==> src/rtl/tmr8_pkg.sv <==
package tmr8_pkg;

  typedef enum logic [1:0] {
    MD_NORMAL = 2'd0,
    MD_CTC    = 2'd1,
    MD_FAST   = 2'd2,
    MD_PHASE  = 2'd3
  } tmr_mode_e;

  localparam logic [1:0] CS_OFF  = 2'd0;
  localparam logic [1:0] CS_PRE  = 2'd1;
  localparam logic [1:0] CS_EXT  = 2'd2;
  localparam logic [1:0] CS_OFF2 = 2'd3;

  localparam logic [1:0] ADR_CTRL = 2'd0;
  localparam logic [1:0] ADR_CNT  = 2'd1;
  localparam logic [1:0] ADR_CMP  = 2'd2;
  localparam logic [1:0] ADR_FLAG = 2'd3;

endpackage

==> src/rtl/tmr8_clksel.sv <==
module tmr8_clksel
  import tmr8_pkg::*;
#(
  parameter int DIV_STEP = 2,
  parameter int SEL_W    = 2
) (
  input  logic             clk,
  input  logic             rst_ni,
  input  logic [1:0]       src_sel,
  input  logic [SEL_W-1:0] div_sel,
  input  logic             ext_tick,
  output logic             tick
);

  localparam int PRE_W = DIV_STEP * ((1 << SEL_W) - 1);

  logic [PRE_W-1:0] pre_q, pre_d, div_mask;
  logic             pre_tick;

  // Low bits of the free-running prescaler that must all be ones for a tick
  always_comb begin
    pre_d = pre_q + 1'b1;
    for (int i = 0; i < PRE_W; i++) begin
      div_mask[i] = (i < DIV_STEP * int'(div_sel));
    end
    pre_tick = &(pre_q | ~div_mask);
    case (src_sel)
      CS_PRE:  tick = pre_tick;
      CS_EXT:  tick = ext_tick;
      default: tick = 1'b0;
    endcase
  end

  always_ff @(posedge clk or negedge rst_ni) begin
    if (!rst_ni) pre_q <= '0;
    else         pre_q <= pre_d;
  end

endmodule

==> src/rtl/tmr8_count.sv <==
module tmr8_count
  import tmr8_pkg::*;
#(
  parameter int W = 8
) (
  input  logic         clk,
  input  logic         rst_ni,
  input  logic         tick,
  input  logic         load,
  input  logic [W-1:0] load_val,
  input  tmr_mode_e    mode,
  input  logic [W-1:0] top_val,
  output logic [W-1:0] cnt_o,
  output logic         down_o,
  output logic         ovf_o
);

  localparam logic [W-1:0] CNT_MAX = '1;
  localparam logic [W-1:0] CNT_ONE = W'(1);

  logic [W-1:0] cnt_q, cnt_d;
  logic         down_q, down_d;

  always_comb begin
    cnt_d  = cnt_q;
    down_d = down_q;
    if (load) begin
      cnt_d = load_val;
    end else if (tick) begin
      case (mode)
        MD_CTC:  cnt_d = (cnt_q == top_val) ? '0 : cnt_q + 1'b1;
        MD_PHASE: begin
          if (!down_q) begin
            if (cnt_q == CNT_MAX) begin
              cnt_d  = cnt_q - 1'b1;
              down_d = 1'b1;
            end else begin
              cnt_d = cnt_q + 1'b1;
            end
          end else begin
            if (cnt_q == '0) begin
              cnt_d  = CNT_ONE;
              down_d = 1'b0;
            end else begin
              cnt_d = cnt_q - 1'b1;
            end
          end
        end
        default: cnt_d = cnt_q + 1'b1;
      endcase
    end
    if (mode != MD_PHASE) down_d = 1'b0;
    ovf_o = tick & ~load &
            ((mode == MD_PHASE) ? (down_q && cnt_q == CNT_ONE) : (cnt_q == CNT_MAX));
  end

  always_ff @(posedge clk or negedge rst_ni) begin
    if (!rst_ni) begin
      cnt_q  <= '0;
      down_q <= 1'b0;
    end else begin
      cnt_q  <= cnt_d;
      down_q <= down_d;
    end
  end

  assign cnt_o  = cnt_q;
  assign down_o = down_q;

endmodule

==> src/rtl/tmr8_wave.sv <==
module tmr8_wave
  import tmr8_pkg::*;
#(
  parameter int W = 8
) (
  input  logic         clk,
  input  logic         rst_ni,
  input  logic         step,
  input  logic         match,
  input  tmr_mode_e    mode,
  input  logic [W-1:0] cnt,
  input  logic         down,
  input  logic [W-1:0] cmp,
  output logic         wave_o
);

  localparam logic [W-1:0] CNT_MAX = '1;

  logic wave_q, wave_d;

  always_comb begin
    wave_d = wave_q;
    case (mode)
      MD_FAST: begin
        if (step && cnt == CNT_MAX) wave_d = 1'b1;
        else if (match)             wave_d = 1'b0;
      end
      MD_PHASE: begin
        // Extreme compare values pin the output for the whole period
        if (step && cnt == CNT_MAX && cmp == CNT_MAX)      wave_d = 1'b1;
        else if (step && cnt == '0 && down && cmp == '0)   wave_d = 1'b0;
        else if (match)                                    wave_d = down;
      end
      default: begin
        if (match) wave_d = ~wave_q;
      end
    endcase
  end

  always_ff @(posedge clk or negedge rst_ni) begin
    if (!rst_ni) wave_q <= 1'b0;
    else         wave_q <= wave_d;
  end

  assign wave_o = wave_q;

endmodule

==> src/rtl/tmr8_oc.sv <==
module tmr8_oc
  import tmr8_pkg::*;
#(
  parameter int W        = 8,
  parameter int DIV_STEP = 2
) (
  input  logic         clk,
  input  logic         rst_n,
  input  logic         bus_we,
  input  logic [1:0]   bus_addr,
  input  logic [W-1:0] bus_wdata,
  output logic [W-1:0] bus_rdata,
  input  logic         ext_tick,
  output logic         wave_out,
  output logic         irq
);

  localparam logic [W-1:0] CNT_MAX = '1;

  logic [1:0]   rs_q;
  logic         rst_sn;
  logic [5:0]   ctrl_q, ctrl_d;
  tmr_mode_e    mode;
  logic         ctrl_wr, cnt_wr, cmp_wr, flag_wr;
  logic         tick, step, match, upd_pt;
  logic [W-1:0] cnt_q;
  logic         dir_down, ovf_evt;
  logic [W-1:0] cmp_buf_q, cmp_buf_d, cmp_act_q, cmp_act_d;
  logic         blk_q, blk_d;
  logic         cf_q, cf_d, of_q, of_d, cm_q, cm_d, om_q, om_d;

  // Reset asserts at once, releases on the clock
  always_ff @(posedge clk or negedge rst_n) begin
    if (!rst_n) rs_q <= 2'b00;
    else        rs_q <= {rs_q[0], 1'b1};
  end
  assign rst_sn = rs_q[1];

  assign mode = tmr_mode_e'(ctrl_q[5:4]);

  always_comb begin
    ctrl_wr = bus_we && (bus_addr == ADR_CTRL);
    cnt_wr  = bus_we && (bus_addr == ADR_CNT);
    cmp_wr  = bus_we && (bus_addr == ADR_CMP);
    flag_wr = bus_we && (bus_addr == ADR_FLAG);
  end

  tmr8_clksel #(.DIV_STEP(DIV_STEP), .SEL_W(2)) u_clksel (
    .clk      (clk),
    .rst_ni   (rst_sn),
    .src_sel  (ctrl_q[1:0]),
    .div_sel  (ctrl_q[3:2]),
    .ext_tick (ext_tick),
    .tick     (tick)
  );

  tmr8_count #(.W(W)) u_count (
    .clk      (clk),
    .rst_ni   (rst_sn),
    .tick     (tick),
    .load     (cnt_wr),
    .load_val (bus_wdata),
    .mode     (mode),
    .top_val  (cmp_act_q),
    .cnt_o    (cnt_q),
    .down_o   (dir_down),
    .ovf_o    (ovf_evt)
  );

  assign step  = tick & ~cnt_wr;
  assign match = step & ~blk_q & (cnt_q == cmp_act_q);

  tmr8_wave #(.W(W)) u_wave (
    .clk    (clk),
    .rst_ni (rst_sn),
    .step   (step),
    .match  (match),
    .mode   (mode),
    .cnt    (cnt_q),
    .down   (dir_down),
    .cmp    (cmp_act_q),
    .wave_o (wave_out)
  );

  always_comb begin
    ctrl_d    = ctrl_wr ? bus_wdata[5:0] : ctrl_q;
    cmp_buf_d = cmp_wr ? bus_wdata : cmp_buf_q;
    case (mode)
      MD_FAST:  upd_pt = step && (cnt_q == CNT_MAX);
      MD_PHASE: upd_pt = step && ((cnt_q == CNT_MAX) || (cnt_q == '0));
      default:  upd_pt = 1'b0;
    endcase
    cmp_act_d = cmp_act_q;
    if (cmp_wr && (mode == MD_NORMAL || mode == MD_CTC)) cmp_act_d = bus_wdata;
    else if (upd_pt)                                     cmp_act_d = cmp_buf_q;
    blk_d = cnt_wr ? 1'b1 : (tick ? 1'b0 : blk_q);
    cf_d = cf_q;
    if (flag_wr && bus_wdata[0]) cf_d = 1'b0;
    if (match)                   cf_d = 1'b1;
    of_d = of_q;
    if (flag_wr && bus_wdata[1]) of_d = 1'b0;
    if (ovf_evt)                 of_d = 1'b1;
    cm_d = flag_wr ? bus_wdata[4] : cm_q;
    om_d = flag_wr ? bus_wdata[5] : om_q;
  end

  always_ff @(posedge clk or negedge rst_sn) begin
    if (!rst_sn) begin
      ctrl_q    <= '0;
      cmp_buf_q <= '0;
      cmp_act_q <= '0;
      blk_q     <= 1'b0;
      cf_q      <= 1'b0;
      of_q      <= 1'b0;
      cm_q      <= 1'b0;
      om_q      <= 1'b0;
    end else begin
      ctrl_q    <= ctrl_d;
      cmp_buf_q <= cmp_buf_d;
      cmp_act_q <= cmp_act_d;
      blk_q     <= blk_d;
      cf_q      <= cf_d;
      of_q      <= of_d;
      cm_q      <= cm_d;
      om_q      <= om_d;
    end
  end

  always_comb begin
    case (bus_addr)
      ADR_CTRL: bus_rdata = W'(ctrl_q);
      ADR_CNT:  bus_rdata = cnt_q;
      ADR_CMP:  bus_rdata = cmp_buf_q;
      default:  bus_rdata = W'({om_q, cm_q, 2'b00, of_q, cf_q});
    endcase
  end

  assign irq = (cf_q & cm_q) | (of_q & om_q);

endmodule

==> config.mk <==
export PLATFORM = sky130hd
export DESIGN_NAME = tmr8_oc
export DESIGN_NICKNAME = d
export VERILOG_FILES = /design/src/rtl/tmr8_pkg.sv /design/src/rtl/tmr8_clksel.sv /design/src/rtl/tmr8_count.sv /design/src/rtl/tmr8_wave.sv /design/src/rtl/tmr8_oc.sv
export SDC_FILE = /design/constraint.sdc
export NUM_CORES = 1
export LEC_CHECK = 0
export ABC_AREA = 1
export BUFFER_PORTS_ARGS = -buffer_cell sky130_fd_sc_hd__buf_4
export CAP_MARGIN = 5
export CORE_ASPECT_RATIO = 0.75
export CORE_MARGIN = 8
export CORE_UTILIZATION = 55
export DETAILED_ROUTE_END_ITERATION = 10
export PLACE_DENSITY = 0.81
export SLEW_MARGIN = 5
export SYNTH_ARGS = -nofsm -noshare
export SYNTH_HDL_FRONTEND = slang
export SYNTH_SLANG_ARGS = --single-unit
export TNS_END_PERCENT = 30
==> constraint.sdc <==
create_clock -name clk -period 1.9 [get_ports clk]
set_clock_uncertainty 0.1 [all_clocks]
set_input_delay 0.19 -clock clk [delete_from_list [all_inputs] [get_ports clk]]
set_output_delay 0.19 -clock clk [all_outputs]
set_load 0.1 [all_outputs]
## Word-level counts from Yosys, hierarchy flattened

Index checks and enable logic that the tools add are counted.
W data, S select, Z words.

| storage, ports and cells | value |
|---|---|
| register bits after elaboration | 45 |
| input port bits | 14 |
| output and inout bits | 10 |
| logic and storage cells | 113 |

| cells by class | value |
|---|---|
| add/subtract/negate cells | 3 |
| magnitude comparators | 6 |
| equality and inequality tests | 16 |
| multiplexer cells | 33 |
| bitwise operators | 12 |
| reduce and logical (&&, ||, !) cells | 30 |

Operators with widths:

| operator | count |
|---|---|
| $mux W8 | 8 |
| $pmux W8 S3 | 1 |
| $mux W1 | 20 |
| $eq A8 B8 Y1 const B | 2 |
| $logic_not A8 Y1 | 2 |
| $pmux W8 S2 | 1 |
| $logic_and A1 B1 Y1 | 14 |
| $reduce_bool A2 Y1 | 6 |
| $eq A2 B2 Y1 const B | 5 |
| $add A8 B1 Y8 const B | 1 |
| $eq A8 B1 Y1 const B | 1 |
| $eq A8 B8 Y1 | 1 |
| $sub A8 B1 Y8 const B | 1 |
| $add A6 B1 Y6 const B | 1 |
| $and A1 B1 Y1 | 6 |
| $eq A2 B1 Y1 const B | 3 |
| $lt A1 B3 Y1 const A | 2 |
| $lt A2 B3 Y1 const A | 2 |
| $lt A3 B3 Y1 const A | 2 |
| $not A6 Y6 | 1 |
| $or A6 B6 Y6 | 1 |
| $pmux W1 S2 | 3 |
| $reduce_and A3 Y1 | 2 |
| $reduce_and A6 Y1 | 1 |
| 9 further kinds | 13 |

## Logic depth before layout (Yosys ltp)

Gate-level depths: netlist of the first run.

| depth | value |
|---|---|
| word-level depth | 12 |
| mapped depth | 14 |

## Hierarchy

A second synthesis of the first run with hierarchy kept.

| unflattened totals | value |
|---|---|
| cell total of the unflattened synthesis | 498 |
| area, all modules | 3269.4 µm² |

By module, submodules not included:

| module | times used | cells an instance | area each (µm²) | sequential area each (µm²) |
|---|---|---|---|---|
| tmr8_oc | 1 | 228 | 1654.1 | 725.7 |
| tmr8_count | 1 | 183 | 1071.0 | 225.2 |
| tmr8_clksel | 1 | 36 | 314.1 | 150.1 |
| tmr8_wave | 1 | 51 | 230.2 | 25.0 |

## Worst setup path after synthesis of the first run

Ideal clock, no wire load.

| timing | value |
|---|---|
| path type | flip-flop to output port |
| from | reg u_count.cnt_q[6] (netlist: u_count.cnt_o[6]) |
| to | out bus_rdata[6] |
| arrival | 2.658 ns |
| path slack | -1.048 ns |
| stages on the path, launching flop included | 4 |
| cell sequence | dfrtp_1 -> buf_2 -> inv_2 -> o21ai_0 |

| on the way | value |
|---|---|
| word-level cells in the longest chain between the ends | 1 |

RTL lines:

| what | line | source |
|---|---|---|
| from (decl) | tmr8_count.sv:21 | `logic [W-1:0] cnt_q, cnt_d;` |
| from (signal assigned) | tmr8_count.sv:62 | `cnt_q <= cnt_d;` |
| $pmux W8 S3 | tmr8_oc.sv:130 | `case (bus_addr)` |
| to (decl) | tmr8_oc.sv:12 | `output logic [W-1:0] bus_rdata,` |

Every way passes these cells.

## Worst setup path in the final report of the first run

| timing | value |
|---|---|
| from | reg u_count.cnt_q[1] (netlist: u_count.cnt_o[1]) |
| to | reg u_count.cnt_q[5] (netlist: u_count.cnt_o[5]) |

| on the way | value |
|---|---|
| word-level cells in the longest chain between the ends | 6 |
| elaborated cells on any way between the ends | 12 |
| classes of those cells | 2 x add/sub; 2 x eq/ne; 7 x mux; 1 x reduce/logical |

RTL lines:

| what | line | source |
|---|---|---|
| $add A8 B1 Y8 (tied with other cells) | tmr8_count.sv:31, tmr8_count.sv:38, tmr8_count.sv:49 |  |
| $mux W8, on equally long branches | tmr8_count.sv:34, tmr8_count.sv:41 |  |
| $mux W8 | tmr8_count.sv:33 | `if (!down_q) begin` |
| $pmux W8 S2 (*) | tmr8_count.sv:30 | `case (mode)` |
| $mux W8 (*) | tmr8_count.sv:29 | `end else if (tick) begin` |
| $mux W8 (*) | tmr8_count.sv:27 | `if (load) begin` |

Mark *: on every way between the ends. The rest lies on a longest branch, timed or not. The select of a mux whose other input is x is not followed.
A chain may end at the register's enable or synchronous reset.

==> results.cfg, run 1 <==
[drt]
drt-total-wl_um = 8190
wl_per_cell_um = 16.4
first_iter_violations = 314
ant_nets = 0
drc = 0
drt-pass1-iter-count = 6
vias_per_cell = 5.81
vias = 2898

[status]
violations = negative setup slack
outcome = finished, violations left

[sta]
setup_violations = 16
period_share_pct = 106
slew_headroom_pct = 57.4
hold_violations = 0
rsz0062_at_grt = yes
finalMaxSlewViolations = 0
max_freq_mhz = 499
fin_setup_tns_ns = -1.34
fin_ws_ns = -0.106
min_period_ns = 2.01
tightest_slew_ns = 0.639

[critical_path]
arrival_ns = 2.11
crit_family = simple AND/OR/NAND/NOR gates
crit_buf_inv = 2
cp-end-kind = flop
worstPathRequired_ns = 2.00
crit_cells = 13
r2r_setup_slack_ns = -0.11
reg2reg_depth = 13
crit_chain = ha_2 -> nand2_2 -> nor2_4 -> nand3_4 -> nor3_4 -> nor2_4 -> inv_2 -> buf_4 -> nand2_1 -> nand2_1 -> o21ai_1 -> nand2_1 -> nand2_1
critPathSlowestCell = dfrtp_1
crit_top_cell = nand2_1
slowest_delay_ns = 0.43
critPathMaxFanout = 7
path_class = flop to flop
critPathLaunchType = flop

[power_and_ir_drop]
pwr_density_cell_nw_per_um2 = 1240
power_uw = 4390
p_leak_uw = 0.00174
vdd_drop_max_mv = 0.705

[cts]
cts_sinks = 45
cts.clk_slew.worst_paths_ns = 0.09
insertion_delay_ns = 0.30
clockBufferDepth = 2
h-tree-depth = 2
cts_buffers = 5
cts_root_buf = clkbuf_8
cts_tree = built

[floorplan]
io_pins = 24
coreArea_sq_um = 4930
die_h_um = 78.1
initial_utilization_pct = 57.4
fp.dieArea_sq_um = 7710
fp.dieW_um = 98.8
rows = 22

[synth]
synth_area_sq_um = 2830
syn-num-nets = 398
yosysSeqAreaShare_pct = 39.8
ys_ff_latch = 45
yosys_warnings = 0
postSynthAreaPerCell_sq_um = 7.48
synth_cell_types = 36
synthCells = 378

[global_routing]
grt_pass1_wl_um = 13200
antenna_found_initial = 0
grt.overflow.total = 0
grt_pass1_vias = 2696
grt_use_total_pct = 21.4
grt_max_degree = 29

[cells_and_area]
nets = 458
multi_input_area_sq_um = 1510
drive_above_1_share_pct = 27.1
final_common_cell = nand2_1
postLayoutCellArea_sq_um = 3530
fillers = 376
layout-area-overhead-vs-synth_pct = 25.1
diodes = 0
final_util_pct = 71.7
layout_common_cells = nand2_1, buf_4, inv_1
seq_area_sq_um = 1130

[min_path]
min_path_cells = 3
hold_path_class = input port to flop

[placed_design]
post_dp_cell_area_sq_um = 3270
hpwl_um = 6050
place_congestion = 0.965
portBuffers = 23

[run]
maxCapViolCount = 0
[where the power goes]
| group | internal [uW] | leakage, uW | switching (uW) |
|---|---|---|---|
| Clock | 428 | 0.0000574 | 343 |
| Combinational | 778 | 0.00113 | 1420 |
| Sequential | 1170 | 0.000557 | 254 |
| Total | 2380 | 0.00174 | 2010 |
[cell families after synthesis]
kind of cell	Yosys count	share of synthesized area, %
AOI/OAI and AO/OA	85	17.9
xor gates and xnor gates	17	5.27
adders and majority gates	6	2.66
buffers and inverters	65	9.07
DFF	45	39.8
other	1	0.133
and+or+nand+nor	159	25.1
[metal layers]
metal	GRT usage, %	share of wire, %
met2	31.0	43
met5	0	0
met3	5.99	11
met1	30.2	44
met4	6.56	1.7
[sequential cells by signal (all words and copies together), names as in the netlist]
name and count:
rs_q 2, cmp_act_q 8, blk_q 1, of_q 1, om_q 1, ctrl_q 6
u_count.cnt_o 8, u_count.down_o 1, cm_q 1, u_clksel.pre_q 6, cf_q 1, cmp_buf_q 8
u_wave.wave_o 1
[final timing paths]
check,to,start
worst max-delay path,u_count.cnt_o[5],u_count.cnt_o[1]
worst min-delay path,cmp_buf_q[4],bus_wdata[4]
worst max register to register,u_count.cnt_o[5],u_count.cnt_o[1]
worst min register to register,om_q,rs_q[1]
max in group asynchronous,ctrl_q[1],rs_q[1]
min in group asynchronous,rs_q[1],rst_n
[synth_stat cells]
library cell	count	area [sq um]
o31ai_1	1	7.51
nor2_2	4	25.0
nor3_1	6	30.0
o221ai_1	1	8.76
buf_6	1	11.3
a21oi_2	1	8.76
nand2_2	3	18.8
buf_2	4	20.0
a21oi_1	9	45.0
o211ai_1	5	37.5
inv_2	14	52.6
o21a_1	1	7.51
nand3_1	14	70.1
nor3_4	1	16.3
a221oi_1	1	8.76
o2111ai_1	2	17.5
o21ai_1	17	85.1
o22ai_1	11	68.8
ha_1	6	75.1
nor2_1	20	75.1
dfrtp_1	45	1130
conb_1	1	3.75
clkbuf_1	3	11.3
nand3_2	2	20.0
nor2_4	3	33.8
nand4_1	8	50.1
inv_1	43	161
a31oi_2	1	12.5
o21ai_0	30	150
o21ai_4	1	16.3
nor4_1	1	6.26
a21o_1	2	15.0
xor2_1	11	96.3
o21ai_2	2	17.5
nand2_1	97	364
xnor2_1	6	52.6
[repair_timing]
action                     4_1_cts  5_1_grt
setup endpoints to repair       16       20
pin swaps                        1       11
setup buffers                    2        7
hold buffers                     1        0
hold endpoints to repair         2        0
gates cloned                     0        0
gates resized for setup          3       18
[area by class of cell]
type / count / share of cell area, %
Sequential cell: 45 / 32.0
Tap cell: 60 / 2.12
Inverter: 57 / 6.05
Multi-Input combinational cell: 268 / 42.7
Clock inverter: 2 / 1.06
Clock buffer: 6 / 2.34
Timing Repair Buffer: 61 / 13.7
[per-stage QoR]
stage                     setup WS (ns)  hold slack (ns)  instances
after detailed placement        -0.0625           -0.126        481
after global routing             -0.257           0.0469        499
final                            -0.106           0.0446        499
after CTS                       -0.0980           0.0341        492
after global placement           0.0109           -0.127        481
after floorplan                  -0.424           -0.206        378
[worst reg2reg max path, stage by stage (launching register included)]
cell	delay, ns
dfrtp_1	0.43
ha_2	0.21
nand2_2	0.07
nor2_4	0.14
nand3_4	0.09
nor3_4	0.24
nor2_4	0.11
inv_2	0.12
buf_4	0.12
nand2_1	0.05
nand2_1	0.05
o21ai_1	0.06
nand2_1	0.08
nand2_1	0.05
Note: power is estimated with default switching activity, not from simulation.
==> run 2, diff against run 1 <==
REMOVE_ABC_BUFFERS = 1   (was not set)
==> run 2 against run 1 <==
Effect of this change: the flow still finishes with violations (negative setup slack); largest cell class unchanged; final cell count is 4.2% higher; combinational power rose by 10%; worst setup slack lost 0.068 ns; critical endpoint is now u_count.cnt_o[1]; fmax fell by 3.3%; flip-flop and latch count is the same.
==> results.cfg, run 2 (same netlist as run 1, synthesis figures left out) <==
[power_and_ir_drop]
pwr_density_cell_nw_per_um2 = 1210
p_leak_uw = 0.00183
vdd_drop_max_mv = 0.679

[critical_path]
cp-end-kind = flop
path_class = flop to flop
critPathMaxFanout = 6
worstPathRequired_ns = 1.97
critPathLaunchType = flop
arrival_ns = 2.14

[global_routing]
grt_max_degree = 19
grtUsageMet1_pct = 30.7
grt_use_total_pct = 22.0
use_met3_pct = 5.81
grt.overflow.total = 0
grt_pass1_vias = 2768
antenna_found_initial = 0
use_met2_pct = 32.9
busiest_layer = met2
grt_pass1_wl_um = 13500

[drt]
vias = 3030
ant_nets = 0
drt-total-wl_um = 8750
drt-pass1-iter-count = 6
vias_per_cell = 5.83
drc = 0
first_iter_violations = 273
wl_per_cell_um = 16.8

[status]
violations = negative setup slack
outcome = finished, violations left

[placed_design]
post-place-ws_ns = -0.122
portBuffers = 23
place_congestion = 0.973
hpwl_um = 6450

[floorplan]
initial_utilization_pct = 57.4
die_h_um = 78.1
coreArea_sq_um = 4930
fp.dieW_um = 98.8
io_pins = 24
fp.dieArea_sq_um = 7710
rows = 22

[cells_and_area]
multi_input_area_sq_um = 1510
final_common_cell = nand2_1
nets = 479
seq_area_sq_um = 1130
fillers = 354
diodes = 0
final_util_pct = 74.5
drive_above_1_share_pct = 29.3
layout-area-overhead-vs-synth_pct = 29.9
layout_common_cells = nand2_1, buf_4, inv_1

[sta]
period_share_pct = 109
setup_violations = 18
rsz0062_at_grt = yes
fin_ws_ns = -0.173
min_period_ns = 2.07
hold_violations = 0
max_freq_mhz = 482
finalMaxSlewViolations = 0

[run]
maxCapViolCount = 0

[cts]
cts_root_buf = clkbuf_8
cts_sinks = 45
h-tree-depth = 2
cts_tree = built
clockBufferDepth = 2
cts.clk_slew.worst_paths_ns = 0.09
cts_buffers = 5
insertion_delay_ns = 0.30

[min_path]
hold_path_class = input port to flop
==> run 2: cell type report <==
cell class	count	area share [%]
Clock buffer	7	2.08
Clock inverter	1	0.204
Inverter	57	5.83
Multi-Input combinational cell	269	41.1
Sequential cell	45	30.8
Tap cell	60	2.04
Timing Repair Buffer	81	18.0
==> run 2: metal layers <==
layer  share of wire (%)  vias up
met2                  44      209
li1                    -     1408
met3                  12       25
met5                   0        -
met4                 1.8        0
met1                  43     1388
==> run 2: critical path: stages, from the launching register on <==
cell,delay (ns)
dfrtp_2,0.43
ha_2,0.21
nand2_2,0.07
nor2_4,0.10
nand3_2,0.10
nor3_4,0.22
buf_4,0.17
nor2_4,0.05
inv_2,0.09
o21ai_1,0.08
o21ai_1,0.22
nand2_1,0.10
==> run 2: final timing paths <==
kind	from	endpoint	slack, ns	cells after the start
max	u_count.cnt_o[0]	u_count.cnt_o[1]	-0.17	11
min	bus_wdata[4]	cmp_buf_q[4]	0.05	3
max reg2reg	u_count.cnt_o[0]	u_count.cnt_o[1]	-0.17	11
min reg2reg	rs_q[1]	u_count.cnt_o[0]	0.08	0
max in group asynchronous	rs_q[1]	ctrl_q[1]	1.05	1
min in group asynchronous	rs_q[1]	u_count.cnt_o[0]	0.08	0
==> run 2: stage by stage <==
stage	cells	area (sq um)	hold slack, ns	TNS, ns	power (uW)
after floorplan	370	2780	-0.206	-5.58	2740
after global placement	500	3400	-0.127	-0.0221	3590
after detailed placement	500	3400	-0.127	-1.09	3650
after CTS	515	3570	0.0446	-0.398	4290
after global routing	520	3670	0.0428	-4.05	4660
final	520	3670	0.0486	-1.89	4430
==> run 2: timing repair <==
action                                  4_1_cts  5_1_grt
endpoints found under the hold margin         2        0
hold buffers                                  1        0
endpoints found under the setup margin       19       23
gates cloned                                  1        1
pin swaps                                     3        4
gates resized for setup                      12       11
setup buffers                                 5        4
==> run 2: report_power, final <==
group	total (uW)	leakage [uW]	switching, uW	internal, uW
Combinational	2410	0.00124	1460	949
Clock	592	0.0000385	331	261
Sequential	1430	0.000557	252	1180
